==> config.mk <==
export PLATFORM = sky130hd
export DESIGN_NAME = bytecmd_io_port
export DESIGN_NICKNAME = d
export VERILOG_FILES = /design/src/rtl/bcp_pkg.sv /design/src/rtl/bcp_decode.sv /design/src/rtl/bcp_port_regs.sv /design/src/rtl/bcp_service.sv /design/src/rtl/bytecmd_io_port.sv
export SDC_FILE = /design/constraint.sdc
export NUM_CORES = 1
export LEC_CHECK = 0
export BUFFER_PORTS_ARGS = -buffer_cell sky130_fd_sc_hd__buf_2
export CAP_MARGIN = 40
export CORE_ASPECT_RATIO = 1.4
export CORE_MARGIN = 5
export CORE_UTILIZATION = 55
export CTS_CLUSTER_SIZE = 30
export DETAILED_ROUTE_END_ITERATION = 16
export MAX_ROUTING_LAYER = met4
export PLACE_DENSITY = 0.83
export SYNTH_ARGS = -nofsm -noshare
export SYNTH_HDL_FRONTEND = slang
export SYNTH_SLANG_ARGS = --single-unit
==> constraint.sdc <==
create_clock -name clk -period 2.7 [get_ports clk]
set_input_delay 0.27 -clock clk [delete_from_list [all_inputs] [get_ports clk]]
set_output_delay 0.27 -clock clk [all_outputs]
set_load 0.02 [all_outputs]
==> src/rtl/bcp_pkg.sv <==
// Shared types for the byte-command I/O port controller.
// Assumes eight-bit command bytes; the opcode map depends on that width.
package bcp_pkg;
    localparam int BYTE_W = 8;

    typedef enum logic [4:0] {
        OP_NONE, OP_READ, OP_OUT_CM, OP_OUT_ARG_X, OP_OUT_ARG_RAW,
        OP_CM_ARG, OP_DIR_ARG, OP_LOW_ARG, OP_HIGH_ARG, OP_RISE_ARG,
        OP_FALL_ARG, OP_BIT, OP_OUT_LO, OP_OUT_HI, OP_DIR_LO, OP_DIR_HI,
        OP_RESET, OP_ID_NEXT, OP_ID_CLR, OP_GL_READ, OP_GL_INC
    } op_e;

    typedef enum logic [3:0] {
        RS_IN_X, RS_OUT_X, RS_CM, RS_DIR, RS_LOW, RS_HIGH, RS_RISE,
        RS_FALL, RS_IN_RAW, RS_OUT_RAW, RS_ID, RS_GLITCH
    } rsel_e;

    typedef struct packed {
        op_e   op;
        rsel_e rsel;
        logic  needs_arg;
        logic  has_reply;
    } dec_t;

    typedef enum logic [1:0] {ST_CMD, ST_ARG, ST_REPLY} st_e;
endpackage

==> src/rtl/bcp_decode.sv <==
// Combinational opcode decoder: maps one command byte to an operation,
// a reply source, and whether an argument byte or a reply follows.
// Assumes the byte is only used when it is a command (not an argument).
module bcp_decode
    import bcp_pkg::*;
(
    input  logic [BYTE_W-1:0] cmd,
    output dec_t              dec
);
    // Decode the four top-level groups, then the sub-fields.
    always_comb begin
        dec = '{op: OP_NONE, rsel: RS_IN_X, needs_arg: 1'b0, has_reply: 1'b0};
        unique case (cmd[7:6])
            2'b00: begin
                unique case (cmd[5:4])
                    2'b00: begin
                        dec.op = OP_READ;
                        dec.has_reply = 1'b1;
                        case (cmd[3:0])
                            4'h0: dec.rsel = RS_IN_X;
                            4'h1: dec.rsel = RS_OUT_X;
                            4'h2: dec.rsel = RS_CM;
                            4'h3: dec.rsel = RS_DIR;
                            4'h4: dec.rsel = RS_LOW;
                            4'h5: dec.rsel = RS_HIGH;
                            4'h6: dec.rsel = RS_RISE;
                            4'h7: dec.rsel = RS_FALL;
                            4'h8: dec.rsel = RS_IN_RAW;
                            4'hA: dec.rsel = RS_OUT_RAW;
                            default: begin
                                dec.op = OP_NONE;
                                dec.has_reply = 1'b0;
                            end
                        endcase
                    end
                    2'b01: begin
                        dec.needs_arg = 1'b1;
                        case (cmd[3:0])
                            4'h0: begin dec.op = OP_OUT_CM; dec.needs_arg = 1'b0; end
                            4'h1: dec.op = OP_OUT_ARG_X;
                            4'h2: dec.op = OP_CM_ARG;
                            4'h3: dec.op = OP_DIR_ARG;
                            4'h4: dec.op = OP_LOW_ARG;
                            4'h5: dec.op = OP_HIGH_ARG;
                            4'h6: dec.op = OP_RISE_ARG;
                            4'h7: dec.op = OP_FALL_ARG;
                            4'h8: dec.op = OP_OUT_ARG_RAW;
                            4'hF: begin dec.op = OP_RESET; dec.needs_arg = 1'b0; end
                            default: dec.needs_arg = 1'b0;
                        endcase
                    end
                    2'b10: dec.op = OP_BIT;
                    default: dec.op = OP_NONE;
                endcase
            end
            2'b01: begin
                unique case (cmd[5:4])
                    2'b00: dec.op = OP_OUT_LO;
                    2'b01: dec.op = OP_OUT_HI;
                    2'b10: dec.op = OP_DIR_LO;
                    default: dec.op = OP_DIR_HI;
                endcase
            end
            2'b10: dec.op = OP_NONE;
            default: begin
                case (cmd)
                    8'hEE: dec.op = OP_RESET;
                    8'hFC: begin dec.op = OP_ID_NEXT; dec.rsel = RS_ID; dec.has_reply = 1'b1; end
                    8'hFD: dec.op = OP_ID_CLR;
                    8'hFE: begin dec.op = OP_GL_READ; dec.rsel = RS_GLITCH; dec.has_reply = 1'b1; end
                    8'hFF: dec.op = OP_GL_INC;
                    default: dec.op = OP_NONE;
                endcase
            end
        endcase
    end
endmodule

==> src/rtl/bcp_port_regs.sv <==
// Port register file: output latch, direction, complement and the four
// condition masks. Applies one operation per enabled cycle; arg carries
// either the argument byte or, for nibble and bit writes, the command.
module bcp_port_regs
    import bcp_pkg::*;
#(
    parameter logic [BYTE_W-1:0] DIR_INIT = 8'hFF
) (
    input  logic              clk,
    input  logic              rst_n,
    input  logic              en,
    input  op_e               op,
    input  logic [BYTE_W-1:0] arg,
    output logic [BYTE_W-1:0] out_q,
    output logic [BYTE_W-1:0] dir_q,
    output logic [BYTE_W-1:0] cm_q,
    output logic [BYTE_W-1:0] low_q,
    output logic [BYTE_W-1:0] high_q,
    output logic [BYTE_W-1:0] rise_q,
    output logic [BYTE_W-1:0] fall_q
);
    localparam int NW = BYTE_W / 2;

    // Register updates for every write-type operation.
    always_ff @(posedge clk) begin
        if (!rst_n) begin
            out_q <= '0; dir_q <= DIR_INIT; cm_q <= '0;
            low_q <= '0; high_q <= '0; rise_q <= '0; fall_q <= '0;
        end else if (en) begin
            case (op)
                OP_OUT_CM:      out_q <= cm_q;
                OP_OUT_ARG_X:   out_q <= arg ^ cm_q;
                OP_OUT_ARG_RAW: out_q <= arg;
                OP_CM_ARG:      cm_q <= arg;
                OP_DIR_ARG:     dir_q <= arg;
                OP_LOW_ARG:     low_q <= arg;
                OP_HIGH_ARG:    high_q <= arg;
                OP_RISE_ARG:    rise_q <= arg;
                OP_FALL_ARG:    fall_q <= arg;
                OP_BIT:         out_q[arg[2:0]] <= arg[3];
                OP_OUT_LO:      out_q[NW-1:0] <= arg[NW-1:0] ^ cm_q[NW-1:0];
                OP_OUT_HI:      out_q[BYTE_W-1:NW] <= arg[NW-1:0] ^ cm_q[BYTE_W-1:NW];
                OP_DIR_LO:      dir_q[NW-1:0] <= arg[NW-1:0];
                OP_DIR_HI:      dir_q[BYTE_W-1:NW] <= arg[NW-1:0];
                OP_RESET: begin
                    out_q <= '0; dir_q <= DIR_INIT; cm_q <= '0;
                    low_q <= '0; high_q <= '0; rise_q <= '0; fall_q <= '0;
                end
                default: ;
            endcase
        end
    end

    a_r8_bit_write: assert property (@(posedge clk) disable iff (!rst_n)
        (en && op == OP_BIT) |=> (out_q[$past(arg[2:0])] == $past(arg[3])));

    a_r9_full_reset: assert property (@(posedge clk) disable iff (!rst_n)
        (en && op == OP_RESET) |=> (dir_q == DIR_INIT && out_q == '0 && cm_q == '0));

    a_r7_dir_lo_keeps_hi: assert property (@(posedge clk) disable iff (!rst_n)
        (en && op == OP_DIR_LO) |=> $stable(dir_q[BYTE_W-1:NW]));
endmodule

==> src/rtl/bcp_service.sv <==
// Service counters: saturating glitch counter with read-and-clear, and
// an index into a constant identification string (leftmost char first).
// Assumes the caller captures glitch_q and id_byte in the same edge.
module bcp_service
    import bcp_pkg::*;
#(
    parameter int                   ID_LEN  = 6,
    parameter logic [8*ID_LEN-1:0]  ID_TEXT = "BCIO8P"
) (
    input  logic              clk,
    input  logic              rst_n,
    input  logic              en,
    input  op_e               op,
    output logic [BYTE_W-1:0] glitch_q,
    output logic [BYTE_W-1:0] id_byte
);
    localparam int IW = $clog2(ID_LEN + 1);
    localparam logic [BYTE_W-1:0] GL_MAX = '1;

    logic [IW-1:0] idx_q;

    // Glitch counter: saturating increment, clear on read or full reset.
    always_ff @(posedge clk) begin
        if (!rst_n) glitch_q <= '0;
        else if (en) begin
            if (op == OP_GL_INC && glitch_q != GL_MAX) glitch_q <= glitch_q + 1'b1;
            else if (op == OP_GL_READ || op == OP_RESET) glitch_q <= '0;
        end
    end

    // Identification index: advances until one past the last character.
    always_ff @(posedge clk) begin
        if (!rst_n) idx_q <= '0;
        else if (en) begin
            if (op == OP_ID_NEXT && idx_q != IW'(ID_LEN)) idx_q <= idx_q + 1'b1;
            else if (op == OP_ID_CLR || op == OP_RESET) idx_q <= '0;
        end
    end

    // Character lookup at the current index, zero past the end.
    always_comb begin
        id_byte = '0;
        for (int i = 0; i < ID_LEN; i++)
            if (idx_q == IW'(i)) id_byte = ID_TEXT[8*(ID_LEN-1-i) +: 8];
    end

    a_r10_glitch_saturates: assert property (@(posedge clk) disable iff (!rst_n)
        (en && op == OP_GL_INC && glitch_q == GL_MAX) |=> (glitch_q == GL_MAX));

    a_r10_read_clears: assert property (@(posedge clk) disable iff (!rst_n)
        (en && op == OP_GL_READ) |=> (glitch_q == '0));

    a_r11_index_holds_at_end: assert property (@(posedge clk) disable iff (!rst_n)
        (en && op == OP_ID_NEXT && idx_q == IW'(ID_LEN)) |=> (idx_q == IW'(ID_LEN)));
endmodule

==> src/rtl/bytecmd_io_port.sv <==
// Top of the byte-command I/O port controller. Accepts one byte per
// handshake, waits for an argument byte where needed, and holds a reply
// until the transmitter takes it. Assumes pin_in is already synchronised.
module bytecmd_io_port
    import bcp_pkg::*;
#(
    parameter int                  ID_LEN  = 6,
    parameter logic [8*ID_LEN-1:0] ID_TEXT = "BCIO8P"
) (
    input  logic              clk,
    input  logic              rst_n,
    input  logic              rx_valid,
    output logic              rx_ready,
    input  logic [BYTE_W-1:0] rx_data,
    output logic              tx_valid,
    input  logic              tx_ready,
    output logic [BYTE_W-1:0] tx_data,
    input  logic [BYTE_W-1:0] pin_in,
    output logic [BYTE_W-1:0] pin_out,
    output logic [BYTE_W-1:0] pin_dir
);
    st_e  state;
    op_e  pend_op;
    dec_t dec;
    logic accept, apply_en;
    op_e  apply_op;
    logic [BYTE_W-1:0] reply_q, reply_d;
    logic [BYTE_W-1:0] out_q, dir_q, cm_q, low_q, high_q, rise_q, fall_q;
    logic [BYTE_W-1:0] glitch_q, id_byte;

    bcp_decode u_dec (.cmd(rx_data), .dec(dec));

    // Handshake and operation selection.
    always_comb begin
        rx_ready = (state != ST_REPLY);
        accept   = rx_valid && rx_ready;
        apply_en = accept && ((state == ST_CMD && !dec.needs_arg) || state == ST_ARG);
        apply_op = (state == ST_ARG) ? pend_op : dec.op;
    end

    bcp_port_regs u_regs (
        .clk(clk), .rst_n(rst_n), .en(apply_en), .op(apply_op), .arg(rx_data),
        .out_q(out_q), .dir_q(dir_q), .cm_q(cm_q), .low_q(low_q),
        .high_q(high_q), .rise_q(rise_q), .fall_q(fall_q)
    );

    bcp_service #(.ID_LEN(ID_LEN), .ID_TEXT(ID_TEXT)) u_svc (
        .clk(clk), .rst_n(rst_n), .en(apply_en), .op(apply_op),
        .glitch_q(glitch_q), .id_byte(id_byte)
    );

    // Reply source multiplexer.
    always_comb begin
        case (dec.rsel)
            RS_IN_X:    reply_d = pin_in ^ cm_q;
            RS_OUT_X:   reply_d = out_q ^ cm_q;
            RS_CM:      reply_d = cm_q;
            RS_DIR:     reply_d = dir_q;
            RS_LOW:     reply_d = low_q;
            RS_HIGH:    reply_d = high_q;
            RS_RISE:    reply_d = rise_q;
            RS_FALL:    reply_d = fall_q;
            RS_IN_RAW:  reply_d = pin_in;
            RS_OUT_RAW: reply_d = out_q;
            RS_ID:      reply_d = id_byte;
            RS_GLITCH:  reply_d = glitch_q;
            default:    reply_d = '0;
        endcase
    end

    // Command / argument / reply sequencing.
    always_ff @(posedge clk) begin
        if (!rst_n) begin
            state <= ST_CMD; pend_op <= OP_NONE; reply_q <= '0;
        end else begin
            case (state)
                ST_CMD: if (accept) begin
                    if (dec.needs_arg) begin
                        state <= ST_ARG; pend_op <= dec.op;
                    end else if (dec.has_reply) begin
                        state <= ST_REPLY; reply_q <= reply_d;
                    end
                end
                ST_ARG:   if (accept) state <= ST_CMD;
                default:  if (tx_ready) state <= ST_CMD;
            endcase
        end
    end

    assign tx_valid = (state == ST_REPLY);
    assign tx_data  = reply_q;
    assign pin_out  = out_q;
    assign pin_dir  = dir_q;

    a_r13_reply_held: assert property (@(posedge clk) disable iff (!rst_n)
        (tx_valid && !tx_ready) |=> (tx_valid && $stable(tx_data)));

    a_r5_arg_no_reply: assert property (@(posedge clk) disable iff (!rst_n)
        (state == ST_ARG && accept) |=> !tx_valid);

    a_r12_no_reply_idle: assert property (@(posedge clk) disable iff (!rst_n)
        (state == ST_CMD && accept && !dec.has_reply) |=> !tx_valid);
endmodule

==> results_dict.tcl, run 1 <==
set metrics [dict create \
    ys_types 72 \
    synth-compound-area-share_pct 25.01 \
    antenna_left 0 \
    synth_area_um2 5334 \
    start_kind "input pin" \
    power.density_nw_per_um2 467.9 \
    grt_use_total_pct 36.86 \
    ys_seq_area_share_pct 30.78 \
    synth_edf_count 0 \
    synth_area_leaders "dfxtp_1, mux2i_1, nor2_1" \
    path_max_fanout 8 \
    core_area_um2 9459 \
    grt-ovfl-total 0 \
    vias 6078 \
    grt_max_degree 47 \
    start_util_pct 56.39 \
    synthArstFlopShare_pct 0 \
    finalHoldViolations 0 \
    finalCriticalPeriod_ns 2.627 \
    dpl.cell_count 914 \
    synthSimpleGateAreaFrac_pct 22.99 \
    cts-hold-fix-buffers 0 \
    drtPass1Iterations 7 \
    ir_drop_v 0.0005139 \
    fmax_ghz 0.3807 \
    detail_route.wl_per_cell_um 22.34 \
    io_pins 46 \
    die_w_um 93.23 \
    finalSetupViolCount 0 \
    vias_per_cell 6.521 \
    fin_ws_ns 0.07323 \
    synthFlopType "dfxtp_1" \
    postSynthAreaPerCell_um2 7.949 \
    critPathRequiredTime_ns 2.93 \
    max_cap_violations 0 \
    final_cell_area_um2 7013 \
    fin_cells 932 \
    min_period_over_period_pct 97.29 \
    cts_tree "built" \
    synth-xor-area-share_pct 1.642 \
    crit_type "in -> reg" \
    syn_nets 697 \
    area_delta_synth_final_pct 31.48 \
    row_count 42 \
    power.total_uw 3281 \
    finalMaxSlewViolations 0 \
    fin_skew_ns 0.008968 \
    synth_top_family_by_area "compound AO/OA/AOI/OAI gates" \
    setup_tns_ns 0 \
    status "finished, final reports clean" \
    ys_ff_latch 82 \
    yosys_warnings 0 \
    drt_iter0_markers 604 \
    antenna_found_initial 0 \
    cts_root_buf "clkbuf_16" \
    drc 0 \
    cts_buffer_depth 2 \
    netlist.top_cell.by_area "dfxtp_1" \
    slew_headroom_pct 46.36 \
    htree_levels 3 \
    place.gp.congestion 1.096 \
    postPlaceCellArea_um2 6571 \
    yosys.area.top_type_share_pct 30.78 \
    grt_pass1_vias 6034 \
    drive_gt1_share_pct 27.98 \
    cp.arrival_ns 2.86 \
    totalWireLength_mm 20.82 \
    die_h_um 126.5 \
    port_buffers 45 \
    fillerInstances 709 \
    cts.clk_slew.worst_paths_ns 0.07 \
    dpl.hpwl_mm 16.03 \
    hold_path.class "in -> reg" \
    cts_buffers 9 \
    rsz0062_at_grt "yes" \
    dieArea_um2 11800 \
    p_leak_uw 0.003029 \
    worst_pin_slew_ns 0.8034 \
    muxShareOfSynthArea_pct 13.32 \
    clock-sinks 82 \
    netlist_instances 671 \
    diodes 0 \
    synth_fa_ha_area_share_pct 1.407 \
    insertion_delay_ns 0.35 \
    finalNetCount 843 \
    grt_pass1_wl_mm 32.69 \
    post-place-ws_ns -0.5155 \
    cp-end-kind "register" \
]
[timing repair]
action                     4_1_cts  5_1_grt
setup endpoints to repair       21       58
buffers inserted                 0        2
resized for setup                4       17
pin swaps                        0        1
[synth_stat cells (all sizes together), types with 14 or more instances]
cell type / instances
mux2i: 71
dfxtp: 82
buf: 18
a211oi: 14
clkbuf: 24
nor2: 94
inv: 17
o21ai: 51
nor3: 14
nand2: 60
a21oi: 35
a31oi: 14
[layout make-up]
cell class                 instances  area, um^2  area share (%)
clock inverter                     7       123.9           1.766
multi-input combinational        530        3523           50.24
timing repair buffer             177        1291           18.41
tap                              110       137.6           1.963
inverter                          17       68.82          0.9813
sequential                        82        1643           23.43
clock buffer                       9       225.2           3.211
[state kept, by name (all words and copies together) (netlist names)]
register        count
u_regs.dir_q        8
u_svc.glitch_q      8
u_svc.idx_q         3
pend_op             5
u_regs.cm_q         8
u_regs.rise_q       8
u_regs.high_q       8
u_regs.out_q        8
state               2
u_regs.low_q        8
tx_data             8
u_regs.fall_q       8
[power breakdown]
part / internal (uW) / switching, uW / leakage (uW)
sequential: 1240 / 34.5 / 0.000663
clock: 913 / 525 / 0.000167
combinational: 242 / 328 / 0.00220
total: 2390 / 888 / 0.00303
[cell usage in the layout (no fill, tap or decap), types with 9 or more instances in the layout]
| cell type | instances |
|---|---|
| dfxtp_1 | 81 |
| o21ai_0 | 43 |
| nand2b_1 | 11 |
| nor2_1 | 91 |
| nand4_1 | 10 |
| mux2i_1 | 71 |
| buf_4 | 126 |
| a31oi_1 | 12 |
| o211ai_1 | 9 |
| nor3_1 | 13 |
| buf_2 | 45 |
| a21oi_1 | 33 |
| inv_1 | 14 |
| clkbuf_16 | 9 |
| nand2_1 | 59 |
| a211oi_1 | 14 |
| nand3_1 | 10 |
[cells by family after synthesis]
group / Yosys count
AO/OA/AOI/OAI: 192
XOR/XNOR: 10
adder cells (fa/ha/maj): 6
buffers and inverters: 59
flip-flops: 82
multiplexers: 71
AND/OR/NAND/NOR: 251
[through the flow]
step	hold slack (ns)	util, %
floorplan	0.4122	-
global placement	0.4332	69.47
detailed placement	0.4476	69.47
CTS	0.2538	73.28
global route	0.2981	74.14
finish	0.2546	74.14
[critical path, cell delays in order]
cell and delay (ns):
buf_2 0.15, buf_4 0.16, or4_1 0.58, o22ai_1 0.29
a32oi_2 0.23, and2_1 0.28, nand2_1 0.09, o21ai_0 0.13
a221oi_2 0.45, buf_4 0.19, nor2_1 0.05
[metal layers]
layer	GRT usage, %	routed length [um]	vias up
met4	27.96	1816	0
met2	60.83	10310	347
met5	-	0	-
li1	-	-	2780
met3	5.983	1317	123
met1	38.90	7375	2828
[path summary, 6_finish.rpt]
kind	from	endpoint	slack, ns	depth (start not counted)
worst max-delay path	rx_data[6]	tx_data[6]	0.07	11
worst min-delay path	tx_ready	state[1]	0.25	4
worst max register to register	state[1]	u_regs.dir_q[7]	0.09	9
worst min register to register	pend_op[4]	pend_op[4]	0.47	2
Power figures use the tool's default switching activity.
==> inputs of run 2 (changes only) <==
PLACE_DENSITY = 0.8   (was 0.83)
SYNTH_HIERARCHICAL = 1   (was not set)
clock period = 2.45 ns   (was 2.7 ns; I/O delays follow)
==> run 2 against run 1 <==
The flow now finishes with violations (negative setup slack). Setup slack lost 0.21 ns. Non-clock buffer count shrank 12. Sequential cell count is the same. Sequential power grew 9%. Register-to-register slack is essentially flat. Critical path depth is the same. Clock power shrank 4%. Total power grew 3.0%. Sequential share of layout area shrank 2.2 points. Synthesized cell count grew 2.7%. Critical endpoint is now tx_data[0]. Largest cell class unchanged.
==> results_dict.tcl, run 2 <==
set metrics [dict create \
    rsz0062_at_grt "yes" \
    start_util_pct 55.78 \
    ir_drop_v 0.0004894 \
    start_kind "input pin" \
    synthFlopType "dfxtp_1" \
    core_area_um2 10350 \
    cts_tree "built" \
    path_max_fanout 7 \
    critPathRequiredTime_ns 2.67 \
    pwr-share-clk_pct 40.8 \
    power.density_nw_per_um2 437.3 \
    p_switching_uw 1020 \
    row_count 44 \
    cts-hold-fix-buffers 0 \
    yosys_warnings 6 \
    vias 6261 \
    power.total_uw 3380 \
    syn_nets 715 \
    cp.arrival_ns 2.81 \
    cts_buffers 9 \
    clock-sinks 82 \
    hold_path.class "in -> reg" \
    yosys-top-cells-count "dfxtp_1, nor2_1, mux2i_1, a21oi_1" \
    finalSetupViolCount 7 \
    synth.most_common_cell "dfxtp_1" \
    ys_seq_area_share_pct 28.44 \
    netlist.top_cell.by_area "dfxtp_1" \
    finalCriticalPeriod_ns 2.586 \
    cp-end-kind "register" \
    grt_use_total_pct 32.22 \
    fmax_ghz 0.3867 \
    status "finished, violations left" \
    synthArstFlopShare_pct 0 \
    cts.clk_slew.worst_paths_ns 0.07 \
    min_period_over_period_pct 105.5 \
    insertion_delay_ns 0.35 \
    fillerInstances 770 \
    drtPass1Iterations 6 \
    netlist_instances 689 \
    violations "negative setup slack" \
    worst_pin_slew_ns 0.8373 \
    grt-ovfl-total 0 \
    slew_headroom_pct 44.12 \
    antenna_left 0 \
    synth_area_um2 5773 \
    vias_per_cell 6.570 \
    finalNetCount 836 \
    port_buffers 45 \
    synth_area_leaders "dfxtp_1, mux2i_1, nor2_1" \
    p_leak_uw 0.003171 \
    grt_max_degree 29 \
    max_cap_violations 0 \
    fin_skew_ns 0.006208 \
    antenna_found_initial 0 \
    drive_gt1_share_pct 34.36 \
    crit_type "in -> reg" \
    final_common_cell "buf_4" \
    finalMaxSlewViolations 0 \
    setup_tns_ns -0.4533 \
    detail_route.wl_per_cell_um 21.78 \
    cts_root_buf "clkbuf_16" \
    cts_buffer_depth 2 \
    grt_pass1_wl_mm 30.78 \
    swShare_pct 30.18 \
    drt_iter0_markers 911 \
    htree_levels 3 \
    dpl.hpwl_mm 14.81 \
    ys_types 78 \
    grt_pass1_vias 5916 \
    diodes 0 \
    ys_ff_latch 82 \
    hold_slack_ns 0.2381 \
    fin_ws_ns -0.1357 \
    p_comb_share_pct 18.4 \
    io_pins 46 \
    dieArea_um2 12670 \
    drc 0 \
    yosys.area.top_type_share_pct 28.44 \
    place.gp.congestion 1.057 \
    die_w_um 96.59 \
    postSynthAreaPerCell_um2 8.379 \
    totalWireLength_mm 20.75 \
    p_seq_share_pct 40.8 \
    area_delta_synth_final_pct 33.90 \
    synth_edf_count 0 \
    final_cell_mix "buf_4, dfxtp_1, nor2_1, mux2i_1, buf_2" \
    finalHoldViolations 0 \
    p_int_uw 2360 \
    die_h_um 131.2 \
]
==> run 2: power by group through the flow <==
stage	registers [uW]	logic, uW	clock network, uW
final	1380	621	1380
after global routing	1380	654	1460
after CTS	1380	562	1400
after detailed placement	1410	532	0
after global placement	1410	523	0
after floorplan	1410	319	0
==> run 2: critical path: stages <==
cell and delay (ns):
buf_8 0.11, or4_4 0.54, mux2_4 0.29, nor3b_4 0.27, a22o_1 0.21, buf_6 0.17, buf_12 0.14, nor3b_4 0.07
a32o_1 0.22, a221oi_2 0.42, a21oi_1 0.11
==> run 2: kinds of logic (layout without fill, tap and decap cells) <==
logic type | count (synthesis) | in the layout | synth area share, %
and+or+nand+nor | 255 | 255 | 25.44
buffers and inverters | 70 | 195 | 5.917
AOI/OAI and AO/OA | 172 | 172 | 21.17
muxes | 82 | 83 | 14.48
other | 1 | 1 | 0.06496
adders and majority gates | 6 | 6 | 1.300
DFF | 82 | 82 | 28.44
xor gates and xnor gates | 21 | 21 | 3.186
==> run 2: worst paths after layout <==
check | start | endpoint | slack [ns] | depth (start not counted)
max | rx_data[6] | tx_data[0] | -0.14 | 11
min | tx_ready | state[1] | 0.24 | 3
max reg2reg | state[1] | u_regs/out_q[0] | 0.09 | 8
min reg2reg | u_regs/high_q[5] | u_regs/high_q[5] | 0.51 | 2
==> run 2: layout make-up <==
class	instances	area, um^2	area share [%]
multi-input combinational	538	4247	54.94
clock buffer	9	225.2	2.914
clock inverter	7	81.33	1.052
tap	138	172.7	2.234
inverter	14	52.55	0.6798
sequential	82	1642	21.24
timing repair buffer	165	1310	16.95
==> run 2: per-layer routing <==
metal | GRT usage [%] | wire length, um
met1 | 36.62 | 7574
met2 | 50.73 | 10230
met3 | 6.865 | 1631
met4 | 19.58 | 1315
met5 | - | 0
==> run 2: stage by stage <==
step | cells | utilization (%) | instance area (um^2) | setup WS (ns)
6_report | 953 | 74.69 | 7730 | -0.1357
5_1_grt | 953 | 74.69 | 7730 | -0.1656
4_1_cts | 947 | 71.16 | 7365 | 0.000004441
3_5_place_dp | 924 | 66.25 | 6857 | -0.5492
3_3_place_gp | 924 | 66.25 | 6857 | -0.5825
2_1_floorplan | 689 | - | 5956 | -0.1110
==> run 2: what timing repair did <==
action                     in CTS  in global routing
hold endpoints to repair        0                  0
pin swaps                      11                 34
gates cloned                    2                  1
setup endpoints to repair      65                 71
setup buffers                   5                  8
gates resized for setup        27                 71
